<file path="src/rtl/dma_pkg.sv">
package dma_pkg;

    typedef enum logic [1:0] {
        ST_IDLE  = 2'd0,
        ST_ARMED = 2'd1,
        ST_XFER  = 2'd2
    } dma_state_e;

    typedef enum logic [1:0] {
        TRG_DATA  = 2'd0,
        TRG_IDLE  = 2'd1,
        TRG_TIMER = 2'd2,
        TRG_NONE  = 2'd3
    } dma_trig_e;

    localparam logic [2:0] REG_SRC    = 3'd0;
    localparam logic [2:0] REG_DST    = 3'd1;
    localparam logic [2:0] REG_COUNT  = 3'd2;
    localparam logic [2:0] REG_RELOAD = 3'd3;
    localparam logic [2:0] REG_BLEN   = 3'd4;
    localparam logic [2:0] REG_CTRL   = 3'd5;
    localparam logic [2:0] REG_IRQCLR = 3'd6;

    localparam int CTRL_GO    = 0;
    localparam int CTRL_BACK  = 1;
    localparam int CTRL_SZ_LO = 2;
    localparam int CTRL_SZ_HI = 3;
    localparam int CTRL_TS_LO = 4;
    localparam int CTRL_TS_HI = 5;
    localparam int CTRL_BURST = 6;

endpackage

</file>
<file path="src/rtl/dma_period_timer.sv">
module dma_period_timer #(
    parameter int TW = 16
) (
    input  logic          clk,
    input  logic          rst_n,
    input  logic          run,
    input  logic [TW-1:0] reload,
    output logic          tick
);
    logic [TW-1:0] cnt_q;

    always_ff @(posedge clk or negedge rst_n) begin
        if (!rst_n) begin
            cnt_q <= '0;
        end else if (!run) begin
            cnt_q <= reload;
        end else if (cnt_q == '0) begin
            cnt_q <= reload;
        end else begin
            cnt_q <= cnt_q - 1'b1;
        end
    end

    always_comb begin
        tick = run && (cnt_q == '0);
    end

    // Strobe lasts one cycle when the period exceeds one cycle
    assert_tick_single_R5: assert property (@(posedge clk) disable iff (!rst_n)
        (tick && reload != '0) |=> !tick);

endmodule

</file>
<file path="src/rtl/dma_trig_mux.sv">
module dma_trig_mux
    import dma_pkg::*;
(
    input  dma_trig_e sel,
    input  logic      armed,
    input  logic      data_rdy,
    input  logic      out_idle,
    input  logic      tick,
    output logic      fire
);
    logic picked;

    always_comb begin
        unique case (sel)
            TRG_DATA:  picked = data_rdy;
            TRG_IDLE:  picked = out_idle;
            TRG_TIMER: picked = tick;
            default:   picked = 1'b0;
        endcase
        fire = armed && picked;
    end

endmodule

</file>
<file path="src/rtl/dma_addr_step.sv">
module dma_addr_step #(
    parameter int AW = 32
) (
    input  logic [AW-1:0] addr,
    input  logic [1:0]    size,
    input  logic          back,
    output logic [AW-1:0] nxt
);
    logic [AW-1:0] step;

    always_comb begin
        unique case (size)
            2'd0:    step = AW'(1);
            2'd1:    step = AW'(2);
            default: step = AW'(4);
        endcase
        nxt = back ? (addr - step) : (addr + step);
    end

endmodule

</file>
<file path="src/rtl/dma_trig_seq.sv">
module dma_trig_seq
    import dma_pkg::*;
#(
    parameter int AW = 32,
    parameter int CW = 16,
    parameter int BW = 8,
    parameter int TW = 16
) (
    input  logic          clk,
    input  logic          rst_n,
    input  logic          cfg_we,
    input  logic [2:0]    cfg_addr,
    input  logic [AW-1:0] cfg_wdata,
    input  logic          trig_data_rdy,
    input  logic          trig_out_idle,
    output logic          mem_req,
    output logic [AW-1:0] mem_src,
    output logic [AW-1:0] mem_dst,
    output logic [1:0]    mem_size,
    input  logic          mem_gnt,
    output logic          irq
);
    localparam int NCH = 2;

    dma_state_e    state_q, state_d;
    logic [AW-1:0] src_q, dst_q;
    logic [CW-1:0] cnt_q;
    logic [TW-1:0] reload_q;
    logic [BW-1:0] blen_q, bleft_q;
    logic [1:0]    size_q;
    logic          back_q, burst_q, irq_q;
    dma_trig_e     sel_q;

    logic wr_idle, go_wr, clr_wr, fire, tick, timer_run;
    logic unit_done, last_unit, more_burst, irq_set;
    logic [AW-1:0] cur_addr [NCH];
    logic [AW-1:0] nxt_addr [NCH];

    // Decoding of register writes
    always_comb begin
        wr_idle    = cfg_we && (state_q == ST_IDLE);
        go_wr      = wr_idle && (cfg_addr == REG_CTRL) && cfg_wdata[CTRL_GO];
        clr_wr     = cfg_we && (cfg_addr == REG_IRQCLR) && cfg_wdata[0];
        unit_done  = (state_q == ST_XFER) && mem_gnt;
        last_unit  = (cnt_q == CW'(1));
        more_burst = burst_q && (bleft_q > BW'(1));
        irq_set    = (unit_done && last_unit) || (go_wr && cnt_q == '0);
        timer_run  = (state_q != ST_IDLE) && (sel_q == TRG_TIMER);
    end

    dma_period_timer #(.TW(TW)) u_timer (
        .clk    (clk),
        .rst_n  (rst_n),
        .run    (timer_run),
        .reload (reload_q),
        .tick   (tick)
    );

    dma_trig_mux u_mux (
        .sel      (sel_q),
        .armed    (state_q == ST_ARMED),
        .data_rdy (trig_data_rdy),
        .out_idle (trig_out_idle),
        .tick     (tick),
        .fire     (fire)
    );

    assign cur_addr[0] = src_q;
    assign cur_addr[1] = dst_q;

    for (genvar g = 0; g < NCH; g++) begin : g_step
        dma_addr_step #(.AW(AW)) u_step (
            .addr (cur_addr[g]),
            .size (size_q),
            .back (back_q),
            .nxt  (nxt_addr[g])
        );
    end

    // State register
    always_ff @(posedge clk or negedge rst_n) begin
        if (!rst_n) begin
            state_q <= ST_IDLE;
        end else begin
            state_q <= state_d;
        end
    end

    // Next state with named transitions
    always_comb begin
        state_d = state_q;
        unique case (state_q)
            ST_IDLE: begin
                if (go_wr && cnt_q != '0) state_d = ST_ARMED;   // T_START (T_ZERO stays)
            end
            ST_ARMED: begin
                if (fire) state_d = ST_XFER;                    // T_FIRE
            end
            ST_XFER: begin
                if (mem_gnt) begin
                    if (last_unit)       state_d = ST_IDLE;     // T_FINISH
                    else if (more_burst) state_d = ST_XFER;     // T_BURST_NEXT
                    else                 state_d = ST_ARMED;    // T_REARM
                end
            end
            default: state_d = ST_IDLE;
        endcase
    end

    // Job registers and datapath
    always_ff @(posedge clk or negedge rst_n) begin
        if (!rst_n) begin
            src_q    <= '0;
            dst_q    <= '0;
            cnt_q    <= '0;
            reload_q <= '0;
            blen_q   <= '0;
            bleft_q  <= '0;
            size_q   <= '0;
            back_q   <= 1'b0;
            burst_q  <= 1'b0;
            sel_q    <= TRG_DATA;
            irq_q    <= 1'b0;
        end else begin
            if (wr_idle) begin
                case (cfg_addr)
                    REG_SRC:    src_q    <= cfg_wdata;
                    REG_DST:    dst_q    <= cfg_wdata;
                    REG_COUNT:  cnt_q    <= cfg_wdata[CW-1:0];
                    REG_RELOAD: reload_q <= cfg_wdata[TW-1:0];
                    REG_BLEN:   blen_q   <= cfg_wdata[BW-1:0];
                    REG_CTRL: begin
                        back_q  <= cfg_wdata[CTRL_BACK];
                        size_q  <= cfg_wdata[CTRL_SZ_HI:CTRL_SZ_LO];
                        sel_q   <= dma_trig_e'(cfg_wdata[CTRL_TS_HI:CTRL_TS_LO]);
                        burst_q <= cfg_wdata[CTRL_BURST];
                    end
                    default: ;
                endcase
            end
            if (fire) begin
                bleft_q <= blen_q;
            end
            if (unit_done) begin
                src_q   <= nxt_addr[0];
                dst_q   <= nxt_addr[1];
                cnt_q   <= cnt_q - 1'b1;
                bleft_q <= bleft_q - 1'b1;
            end
            if (irq_set) begin
                irq_q <= 1'b1;
            end else if (clr_wr) begin
                irq_q <= 1'b0;
            end
        end
    end

    // Outputs
    always_comb begin
        mem_req  = (state_q == ST_XFER);
        mem_src  = src_q;
        mem_dst  = dst_q;
        mem_size = size_q;
        irq      = irq_q;
    end

    assert_reset_quiet_R1: assert property (@(posedge clk)
        !rst_n |=> (!mem_req && !irq));

    assert_hold_until_grant_R9: assert property (@(posedge clk) disable iff (!rst_n)
        (mem_req && !mem_gnt) |=> (mem_req && $stable(mem_src) && $stable(mem_dst)));

    assert_channels_step_alike_R6: assert property (@(posedge clk) disable iff (!rst_n)
        (mem_req && mem_gnt && !last_unit) |=>
        ((mem_src - $past(mem_src)) == (mem_dst - $past(mem_dst))));

    assert_finish_irq_R10: assert property (@(posedge clk) disable iff (!rst_n)
        (mem_req && mem_gnt && last_unit) |=> (irq && !mem_req));

    assert_irq_sticky_R11: assert property (@(posedge clk) disable iff (!rst_n)
        (irq && !clr_wr) |=> irq);

    assert_zero_count_R12: assert property (@(posedge clk) disable iff (!rst_n)
        (go_wr && cnt_q == '0) |=> (irq && !mem_req));

endmodule

</file>
<file path="config.mk">
export PLATFORM = sky130hd
export DESIGN_NAME = dma_trig_seq
export DESIGN_NICKNAME = d
export VERILOG_FILES = /design/src/rtl/dma_pkg.sv /design/src/rtl/dma_period_timer.sv /design/src/rtl/dma_trig_mux.sv /design/src/rtl/dma_addr_step.sv /design/src/rtl/dma_trig_seq.sv
export SDC_FILE = /design/constraint.sdc
export NUM_CORES = 1
export LEC_CHECK = 0
export BUFFER_PORTS_ARGS = -buffer_cell sky130_fd_sc_hd__buf_2
export CORE_MARGIN = 10
export CORE_UTILIZATION = 40
export CTS_CLUSTER_DIAMETER = 200
export DETAILED_ROUTE_END_ITERATION = 12
export PLACE_DENSITY_LB_ADDON = 0.25
export SLEW_MARGIN = 20
export SYNTH_ARGS = -nofsm -noshare
export SYNTH_HDL_FRONTEND = slang
export SYNTH_SLANG_ARGS = --single-unit
</file>
<file path="constraint.sdc">
create_clock -name clk -period 8.1 [get_ports clk]
set_input_delay 1.62 -clock clk [delete_from_list [all_inputs] [get_ports clk]]
set_output_delay 1.62 -clock clk [all_outputs]
set_load 0.01 [all_outputs]
</file>
Word-level counts from Yosys, hierarchy flattened
Index checks and enable logic that the tools add are counted.
{"block": "op_classes", "add_sub_neg": 7, "order_cmp": 1, "n_eq_ne": 15, "muxes": 25, "n_reduce_logical": 35}
{"operator": "$mux W32", "count": 8}
{"operator": "$mux W16", "count": 5}
{"operator": "$add A32 B3 Y32", "count": 1}
{"operator": "$add A32 B32 Y32", "count": 1}
{"operator": "$logic_not A16 Y1", "count": 2}
{"operator": "$sub A16 B1 Y16 const B", "count": 2}
{"operator": "$sub A32 B3 Y32", "count": 1}
{"operator": "$sub A32 B32 Y32", "count": 1}
{"operator": "$eq A16 B1 Y1 const B", "count": 1}
{"operator": "$mux W8", "count": 2}
{"operator": "$reduce_bool A16 Y1", "count": 1}
{"operator": "$reduce_bool A2 Y1", "count": 7}
{"operator": "$logic_and A1 B1 Y1", "count": 13}
{"operator": "$reduce_and A2 Y1", "count": 6}
{"operator": "$mux W2", "count": 5}
{"operator": "$eq A3 B3 Y1 const B", "count": 3}
{"operator": "$gt A8 B1 Y1 const B", "count": 1}
{"operator": "$sub A8 B1 Y8 const B", "count": 1}
{"operator": "$eq A2 B1 Y1 const B", "count": 3}
{"operator": "$eq A3 B2 Y1 const B", "count": 2}
{"operator": "$logic_not A2 Y1", "count": 3}
{"operator": "$pmux W2 S3", "count": 1}
{"operator": "$pmux W3 S2", "count": 1}
{"operator": "$eq A2 B2 Y1 const B", "count": 2}
{"operator": "8 further kinds", "count": 10}
{"block": "totals", "register_bits": 137, "output_inout_bits": 68, "word_cells": 96}

Logic depth before layout (Yosys ltp)
Gate-level depths: netlist (run 1).
{"block": "depth", "word_depth": 7, "ltp_mapped": 15}

Hierarchy
From an unflattened synthesis (run 1), not the netlist that was laid out.
{"block": "hier_totals", "cells_unflattened": 1188, "hier_area_um2": 10530.1}
{"module": "dma_trig_seq", "n_inst": 1, "cells_each": 546, "area_each_um2": 5799.3, "seq_area_each_um2": 3027.9}
{"module": "dma_addr_step at g_step[0].u_step", "n_inst": 1, "cells_each": 292, "area_each_um2": 2004.4, "seq_area_each_um2": 0.0}
{"module": "dma_addr_step at g_step[1].u_step", "n_inst": 1, "cells_each": 250, "area_each_um2": 1780.5, "seq_area_each_um2": 0.0}
{"module": "dma_period_timer", "n_inst": 1, "cells_each": 96, "area_each_um2": 917.1, "seq_area_each_um2": 400.4}
{"module": "dma_trig_mux", "n_inst": 1, "cells_each": 4, "area_each_um2": 28.8, "seq_area_each_um2": 0.0}

Least setup slack after synthesis (run 1)
Ideal clock, no wire load.
{"block": "synth_path", "kind": "register to register", "from": "register back_q", "to": "register dst_q[24], in the netlist mem_dst[24]", "arrival_time_ns": 4.293, "required_time_ns": 7.968, "setup_slack_ns": 3.675, "path_stages_with_launch": 14, "period_less_slack_ns": 4.425, "path_cell_list": "dfrtp_1 > buf_4 > mux2_2 > fa_1 > and2b_1 > o21ai_1 > o31ai_4 > a21oi_2 > or4_4 > a21boi_4 > a211oi_2 > o21bai_2 > xnor2_1 > o21ai_1"}
{"block": "synth_via", "elab_chain_len": 2}
{"element": "from (decl)", "line": "dma_trig_seq.sv:31", "rtl": "logic back_q, burst_q, irq_q;"}
{"element": "from (signal assigned)", "line": "dma_trig_seq.sv:133", "rtl": "back_q <= cfg_wdata[CTRL_BACK];"}
{"element": "$mux W32", "line": "dma_addr_step.sv:17", "rtl": "nxt = back ? (addr - step) : (addr + step);"}
{"element": "$mux W32", "line": "dma_trig_seq.sv:144", "rtl": "if (unit_done) begin"}
{"element": "to (signal assigned)", "line": "dma_trig_seq.sv:128", "rtl": "REG_DST: dst_q <= cfg_wdata;"}
{"element": "to (signal assigned)", "line": "dma_trig_seq.sv:146", "rtl": "dst_q <= nxt_addr[1];"}
{"element": "to (decl)", "line": "dma_trig_seq.sv:26", "rtl": "logic [AW-1:0] src_q, dst_q;"}
No other way between the ends.
A chain may end at the register's enable or synchronous reset.

Worst setup path after layout (run 1)
Ends and elaborated chain as after synthesis.

==> impl_metrics.env, run 1 <==
export IMPL_post_synth_cell_area_avg_um2=9.009
export IMPL_nets=1289
export IMPL_grt_overflow_total=0
export IMPL_min_delay_start="irq$_DFFE_PN0P_"
export IMPL_ir_drop_mv=0.2147
export IMPL_critical_path_arrival_ps=4440
export IMPL_final_cell_area_mm2=0.01128
export IMPL_grtUsageMet3_pct=3.802
export IMPL_final_setup_tns_ps=0
export IMPL_ff2ff_path_depth=13
export IMPL_endpoint_kind="flip-flop"
export IMPL_grt_max_degree=75
export IMPL_seqCellArea_mm2=0.003430
export IMPL_grt_pass1_vias=7996
export IMPL_busiest_layer="met2"
export IMPL_path_max_fanout=67
export IMPL_timing_rr_start="back_q$_DFFE_PN0P_"
export IMPL_remaining_drc_errors=0
export IMPL_grt_pass1_wl_um=43270
export IMPL_synth_seq_cells=137
export IMPL_cts_buffer_depth=2
export IMPL_min_period_ps=4155
export IMPL_worstSetupPathType="flip-flop to flip-flop"
export IMPL_switchingPower_mw=2.599
export IMPL_period_share_pct=51.30
export IMPL_synth_distinct_cells=77
export IMPL_worstPathRequired_ps=8390
export IMPL_clk_latency_ps=420
export IMPL_synthSimpleGateAreaFrac_pct=15.45
export IMPL_hold_ws_ps=482.4
export IMPL_start_util_pct=40.51
export IMPL_syn_inst=1087
export IMPL_post_drt_wl_per_cell_um=17.62
export IMPL_met2_usage_pct=26.71
export IMPL_post_cts_buffers=0
export IMPL_pwr_share_clk_pct=15.4
export IMPL_die_h_um=176.5
export IMPL_hold_class="flip-flop to flip-flop"
export IMPL_use_met1_pct=23.40
export IMPL_fp_dieW_um=176.5
export IMPL_rows=57
export IMPL_hold_buffers=0
export IMPL_gp_congestion=0.8818
export IMPL_synth_async_reset_ratio_pct=100.0
export IMPL_ant_nets=0
export IMPL_antenna_found_initial=0
export IMPL_synth_xor_area_share_pct=6.337
export IMPL_ys_warn_count=0
export IMPL_area_delta_synth_final_pct=15.22
export IMPL_fillers=2318
export IMPL_p_per_area_mw_per_mm2=497.2
export IMPL_cts_root_buf="clkbuf_16"
export IMPL_synth_adder_area_share_pct=9.097
export IMPL_placed_cell_area_mm2=0.01064
export IMPL_synth_nets=1198
export IMPL_synth_compound_area_share_pct=20.57
export IMPL_first_pass_iters=5
export IMPL_track_usage_pct=17.01
export IMPL_finClkSkew_ps=8.902
export IMPL_vias_per_cell=5.505
export IMPL_hold_depth=2
export IMPL_pwr_share_comb_pct=60.9
export IMPL_drt_total_wl_um=26690
export IMPL_synth_edf_count=0
export IMPL_rsz0062_at_grt="no"
export IMPL_ios=109
export IMPL_setup_viol=0
export IMPL_max_clock_freq_mhz=240.7
export IMPL_hpwl_um=19310
export IMPL_cts_tree="built"
export IMPL_drive_above_1_share_pct=19.31
export IMPL_path_clk_slew_ps=70
export IMPL_dieArea_mm2=0.03114
export IMPL_ctsResizeCount=0
export IMPL_port_buffers=108
export IMPL_muxShareOfSynthArea_pct=10.25
export IMPL_multi_input_area_mm2=0.006058
export IMPL_internal_power_mw=3.011
export IMPL_synthesis_area_mm2=0.009793
export IMPL_relSlewSlack_pct=27.46
export IMPL_worst_pin_slew_ps=1084
export IMPL_slew_violations=0
export IMPL_vias=8340
export IMPL_num_antenna_cells=0
export IMPL_startpoint_type="flip-flop"
export IMPL_htreeDepth=4
export IMPL_drt_iter0_drc=549
export IMPL_seq_power_share_pct=23.7
export IMPL_drv_cap=0
export IMPL_synthFlopType="dfrtp_1"
export IMPL_synth_top_family_by_area="compound AO/OA/AOI/OAI gates"
export IMPL_startpoint="back_q$_DFFE_PN0P_"
export IMPL_status="finished, final reports clean"
export IMPL_timing_hold_violations_final=0
export IMPL_netSwitchingFraction_pct=46.32
export IMPL_core_mm2=0.02418
export IMPL_cts_buffers=17
export IMPL_yosysSeqAreaShare_pct=35.01
export IMPL_p_leak_nw=5.280
export IMPL_cts_sinks=137
logic make-up after synthesis:
| group | Yosys count |
|---|---|
| flip-flops | 137 |
| AO/OA/AOI/OAI | 315 |
| AND/OR/NAND/NOR | 320 |
| adder cells (fa/ha/maj) | 70 |
| buffers and inverters | 81 |
| XOR/XNOR | 70 |
| multiplexers | 94 |
critical path, stage by stage, from the launching register on:
cell and delay (ps):
dfrtp_2 340, buf_4 600, mux2_2 460, fa_1 470
and2b_1 220, o21ai_1 90, o31ai_4 300, a21oi_2 130
or4_4 550, a21boi_4 230, a211oi_2 160, o21bai_2 200
xnor2_1 140, o21ai_1 70
metrics by stage:
step	worst slack, ps	util, %	std cells	total power, mW
after floorplan	3675	-	1087	3.927
after global placement	4056	43.99	1483	4.702
after detailed placement	3953	43.99	1483	4.738
after CTS	3952	46.67	1515	5.641
after global routing	3696	46.67	1515	6.114
final	3945	46.67	1515	5.611
final cells by class:
cell class | count | area share (%)
clock inverter | 15 | 1.974
timing repair buffer | 115 | 5.312
tap | 324 | 3.593
inverter | 38 | 1.264
sequential | 137 | 30.39
multi-input combinational | 869 | 53.69
clock buffer | 17 | 3.770
power groups by stage:
stage	clock network, mW	registers (mW)	logic [mW]
2_1_floorplan	0	1.35	2.58
3_3_place_gp	0	1.33	3.37
3_5_place_dp	0	1.34	3.40
4_1_cts	0.885	1.33	3.43
5_1_grt	0.911	1.38	3.82
6_report	0.865	1.33	3.42
metal layers:
| layer | part of all wire (%) | up-vias |
|---|---|---|
| met5 | 0 | - |
| met4 | 1.4 | 0 |
| met3 | 4.8 | 23 |
| met2 | 46 | 185 |
| met1 | 48 | 3990 |
| li1 | - | 4142 |
registers in the layout, indices dropped and copies added (netlist names):
register,cells
back_q,1
bleft_q,8
blen_q,8
burst_q,1
cnt_q,16
irq,1
mem_dst,32
mem_size,2
mem_src,32
reload_q,16
sel_q,2
state_q,2
u_timer.cnt_q,16
final timing paths:
| kind | to | slack, ps |
|---|---|---|
| max | mem_dst[24]$_DFFE_PN0P_ | 3950 |
| min | irq$_DFFE_PN0P_ | 480 |
| max reg2reg | mem_dst[24]$_DFFE_PN0P_ | 3950 |
| min reg2reg | irq$_DFFE_PN0P_ | 480 |
| max in group asynchronous | mem_dst[17]$_DFFE_PN0P_ | 5480 |
| min in group asynchronous | u_timer.cnt_q[7]$_DFF_PN0_ | 1190 |
layout by cell type, fill, tap and decap left out, types with 10 or more instances in the layout:
cell type	count
a21o_1	26
a21oi_1	82
a31oi_1	11
buf_2	107
clkbuf_16	17
dfrtp_1	136
ha_1	68
inv_1	38
mux2_2	50
mux2i_1	44
nand2_1	119
nand2b_1	10
nand3_1	31
nor2_1	64
nor3_1	28
o21ai_0	95
o21ai_1	15
xnor2_1	48
xor2_1	21
cells in the mapped netlist, types with 6 or more instances:
| cell | count | area share, % |
|---|---|---|
| dfrtp_1 | 137 | 35 |
| o21a_1 | 8 | 0.61 |
| a21oi_1 | 82 | 4.2 |
| or3_1 | 7 | 0.45 |
| mux2i_1 | 44 | 4.5 |
| mux2_2 | 50 | 5.7 |
| nand4_1 | 8 | 0.51 |
| nand3_1 | 31 | 1.6 |
| o21bai_1 | 7 | 0.54 |
| a31oi_1 | 11 | 0.70 |
| o22ai_1 | 8 | 0.51 |
| o211ai_1 | 6 | 0.46 |
| nor4_1 | 7 | 0.45 |
| xnor2_1 | 48 | 4.3 |
| buf_1 | 6 | 0.23 |
| clkbuf_1 | 31 | 1.2 |
| o21ai_0 | 95 | 4.9 |
| a21o_1 | 26 | 2.0 |
| inv_1 | 38 | 1.5 |
| xor2_1 | 21 | 1.9 |
| nor3_1 | 28 | 1.4 |
| nor2_1 | 64 | 2.5 |
| and3_1 | 6 | 0.38 |
| o21ai_1 | 15 | 0.77 |
| ha_1 | 68 | 8.7 |
| nand2b_1 | 10 | 0.64 |
| nand2_1 | 122 | 4.7 |
| nor2b_1 | 8 | 0.51 |
No activity file was read; power rests on OpenSTA's default activity.
==> inputs of run 2 (changes only) <==
--- a/config.mk
+++ b/config.mk
@@ -5,6 +5,7 @@
 export SDC_FILE = /design/constraint.sdc
 export NUM_CORES = 1
 export LEC_CHECK = 0
+export ABC_AREA = 1
 export BUFFER_PORTS_ARGS = -buffer_cell sky130_fd_sc_hd__buf_2
 export CORE_MARGIN = 10
 export CORE_UTILIZATION = 40
==> constraint.sdc (replaced) <==
create_clock -name clk -period 3.8 [get_ports clk]
set_input_delay 0.76 -clock clk [delete_from_list [all_inputs] [get_ports clk]]
set_output_delay 0.76 -clock clk [all_outputs]
set_load 0.01 [all_outputs]
==> run 2 against run 1 <==
Worst hold slack lost 100 ps. Clock-buffer cell count grew 1. Die area grew 7.8%. Synthesized cell count grew 43%. Sequential power grew 120%. Fmax grew 31%. Clock skew grew 1.8 ps. Global-route usage grew 4.2 points. Worst setup slack lost 3300 ps. Sequential cell count is the same. Largest power group unchanged. Highest routed layer unchanged.
==> impl_metrics.env, run 2 <==
export IMPL_htreeDepth=4
export IMPL_grt_overflow_total=0
export IMPL_path_cells="nor2_1, inv_1, ha_1, inv_1, o21ai_0, inv_1, ha_1, inv_1, o21bai_1, nand2_1, nand2_2, nand2_1, nand2_1, nand2_1, nand2_1, nand2_1, nand2_1, or2_1, nand3_1, nand3_1"
export IMPL_core_mm2=0.02613
export IMPL_pwr_share_clk_pct=14.6
export IMPL_synthFlopType="dfrtp_1"
export IMPL_remaining_drc_errors=0
export IMPL_synth_edf_count=0
export IMPL_ios=109
export IMPL_ctsResizeCount=0
export IMPL_dieArea_mm2=0.03358
export IMPL_post_cts_buffers=0
export IMPL_vias=10980
export IMPL_hold_buffers=0
export IMPL_final_common_cell="nand2_1"
export IMPL_p_per_area_mw_per_mm2=992.0
export IMPL_timing_hold_violations_final=0
export IMPL_vias_per_cell=5.459
export IMPL_cts_sinks=137
export IMPL_max_clock_freq_mhz=315.2
export IMPL_worst_pin_slew_ps=975.3
export IMPL_area_delta_synth_final_pct=14.64
export IMPL_drive_above_1_share_pct=12.23
export IMPL_yosysSeqAreaShare_pct=32.16
export IMPL_post_drt_wl_per_cell_um=17.76
export IMPL_cts_root_buf="clkbuf_16"
export IMPL_rsz0062_at_grt="no"
export IMPL_cts_buffers=17
export IMPL_grt_max_degree=76
export IMPL_final_setup_tns_ps=0
export IMPL_layout_common_cells="416 x nand2_1, 177 x inv_1, 139 x nor2_1"
export IMPL_ant_nets=0
export IMPL_endpoint_kind="flip-flop"
export IMPL_syn_inst=1555
export IMPL_ir_drop_mv=0.3814
export IMPL_synth_distinct_cells=53
export IMPL_internal_power_mw=5.791
export IMPL_critPathSlowestCell="o21ai_0"
export IMPL_cts_buffer_depth=2
export IMPL_track_usage_pct=21.20
export IMPL_pre_cts_ws_ps=617.7
export IMPL_final_cell_area_mm2=0.01222
export IMPL_clk_latency_ps=430
export IMPL_synth_most_common_cell="nand2_1"
export IMPL_worstSetupPathType="flip-flop to flip-flop"
export IMPL_period_share_pct=83.49
export IMPL_synthTopCellsByCount="416 x nand2_1, 177 x inv_1, 141 x nor2_1"
export IMPL_min_period_ps=3173
export IMPL_use_met1_pct=28.98
export IMPL_fp_dieW_um=183.3
export IMPL_gp_congestion=0.9899
export IMPL_met2_usage_pct=32.77
export IMPL_switchingPower_mw=6.332
export IMPL_start_util_pct=40.79
export IMPL_p_leak_nw=6.277
export IMPL_power_mw=12.12
export IMPL_rows=59
export IMPL_startpoint_type="flip-flop"
export IMPL_ys_warn_count=0
export IMPL_grt_pass1_vias=10470
export IMPL_netSwitchingFraction_pct=52.23
export IMPL_drt_iter0_drc=904
export IMPL_cts_tree="built"
export IMPL_yosysTopAreaCell="dfrtp_1"
export IMPL_synth_area_leaders="dfrtp_1 32%, nand2_1 15%, ha_1 8.0%"
export IMPL_synth_nets=1666
export IMPL_slew_violations=0
export IMPL_path_clk_slew_ps=70
export IMPL_setup_ws_ps=627.2
export IMPL_synth_async_reset_ratio_pct=100.0
export IMPL_grtUsageMet3_pct=4.723
export IMPL_finClkSkew_ps=10.72
export IMPL_drt_total_wl_um=35720
export IMPL_drv_cap=0
export IMPL_placed_cell_area_mm2=0.01161
export IMPL_synth_seq_cells=137
export IMPL_seq_power_share_pct=23.7
export IMPL_hpwl_um=27990
export IMPL_die_h_um=183.3
export IMPL_port_buffers=108
export IMPL_nets=1774
export IMPL_num_antenna_cells=0
export IMPL_cpMostUsedCell="nand2_1"
export IMPL_pwr_share_comb_pct=61.6
export IMPL_relSlewSlack_pct=34.74
export IMPL_busiest_layer="met2"
export IMPL_hold_class="input port to async pin"
export IMPL_worstPathRequired_ps=4110
export IMPL_hold_ws_ps=377.5
export IMPL_post_synth_cell_area_avg_um2=6.855
export IMPL_path_max_fanout=6
export IMPL_critical_path_arrival_ps=3480
export IMPL_antenna_found_initial=0
export IMPL_synth_top_cell_area_share_pct=32.16
export IMPL_setup_viol=0
export IMPL_status="finished, final reports clean"
export IMPL_first_pass_iters=6
export IMPL_grt_pass1_wl_um=56930
export IMPL_synthesis_area_mm2=0.01066
export IMPL_critPathMaxStageDelay_ps=450
## run 2: cell count changes after synthesis, sizes merged, moves of 12 or more
cell	previous run	this run
inv	38	193
nand3	31	116
mux2	50	7
xnor2	48	7
a21o	26	14
clkbuf	32	17
o211ai	6	36
nand2	122	421
a21oi	86	105
mux2i	44	0
nor2	64	148
## run 2: logic make-up after synthesis
family / synth area share (%)
xor+xnor: 1.631
simple gates: 30.65
compound gates: 18.18
fa+ha+maj: 8.357
buf+inv: 8.286
mux: 0.7395
flops: 32.16
## run 2: path summary, 6_finish.rpt
check | to | depth (start not counted) | slack [ps] | from
max | mem_src[21]$_DFFE_PN0P_ | 20 | 630 | mem_size[0]$_DFFE_PN0P_
min | reload_q[9]$_DFFE_PN0P_ | 1 | 380 | rst_n
max reg2reg | mem_src[21]$_DFFE_PN0P_ | 20 | 630 | mem_size[0]$_DFFE_PN0P_
min reg2reg | u_timer.cnt_q[9]$_DFF_PN0_ | 2 | 470 | reload_q[9]$_DFFE_PN0P_
max in group asynchronous | mem_dst[18]$_DFFE_PN0P_ | 2 | 2640 | rst_n
min in group clk | u_timer.cnt_q[9]$_DFF_PN0_ | 2 | 470 | reload_q[9]$_DFFE_PN0P_
## run 2: power by group through the flow
stage | sequential (mW) | clock, mW | combinational [mW]
CTS | 2.86 | 1.79 | 7.42
global route | 2.96 | 1.87 | 8.50
detailed placement | 2.88 | 0 | 7.38
global placement | 2.87 | 0 | 7.30
finish | 2.87 | 1.78 | 7.47
floorplan | 2.85 | 0 | 5.21
## run 2: stage by stage
stage / utilization, % / cells
final: 46.76 / 2011
after global routing: 46.76 / 2011
after CTS: 46.76 / 2011
after detailed placement: 44.42 / 1979
after global placement: 44.42 / 1979
after floorplan: - / 1555
## run 2: per-layer routing
metal | vias to the layer above | wire, um | part of all wire [%]
met5 | - | 0 | 0
met4 | 0 | 829 | 2.3
met3 | 49 | 2594 | 7.3
met2 | 391 | 15880 | 44
met1 | 5096 | 16420 | 46
li1 | 5443 | - | -
## run 2: critical path, delay by kind of cell, from the launching register on
kind                     cells  cell delay (ps)
adder cells (fa/ha/maj)      2              580
buffers and inverters        4              310
AND/OR/NAND/NOR             12             1230
AO/OA/AOI/OAI                2              500
flip-flops                   1              420
## run 2: cell type report
class	instances	area, um2
sequential	137	3430
tap	335	419.2
fill	2693	13910
clock inverter	14	173.9
inverter	194	728.2
timing repair buffer	123	671.9
clock buffer	18	439.2
multi-input combinational	1190	6359
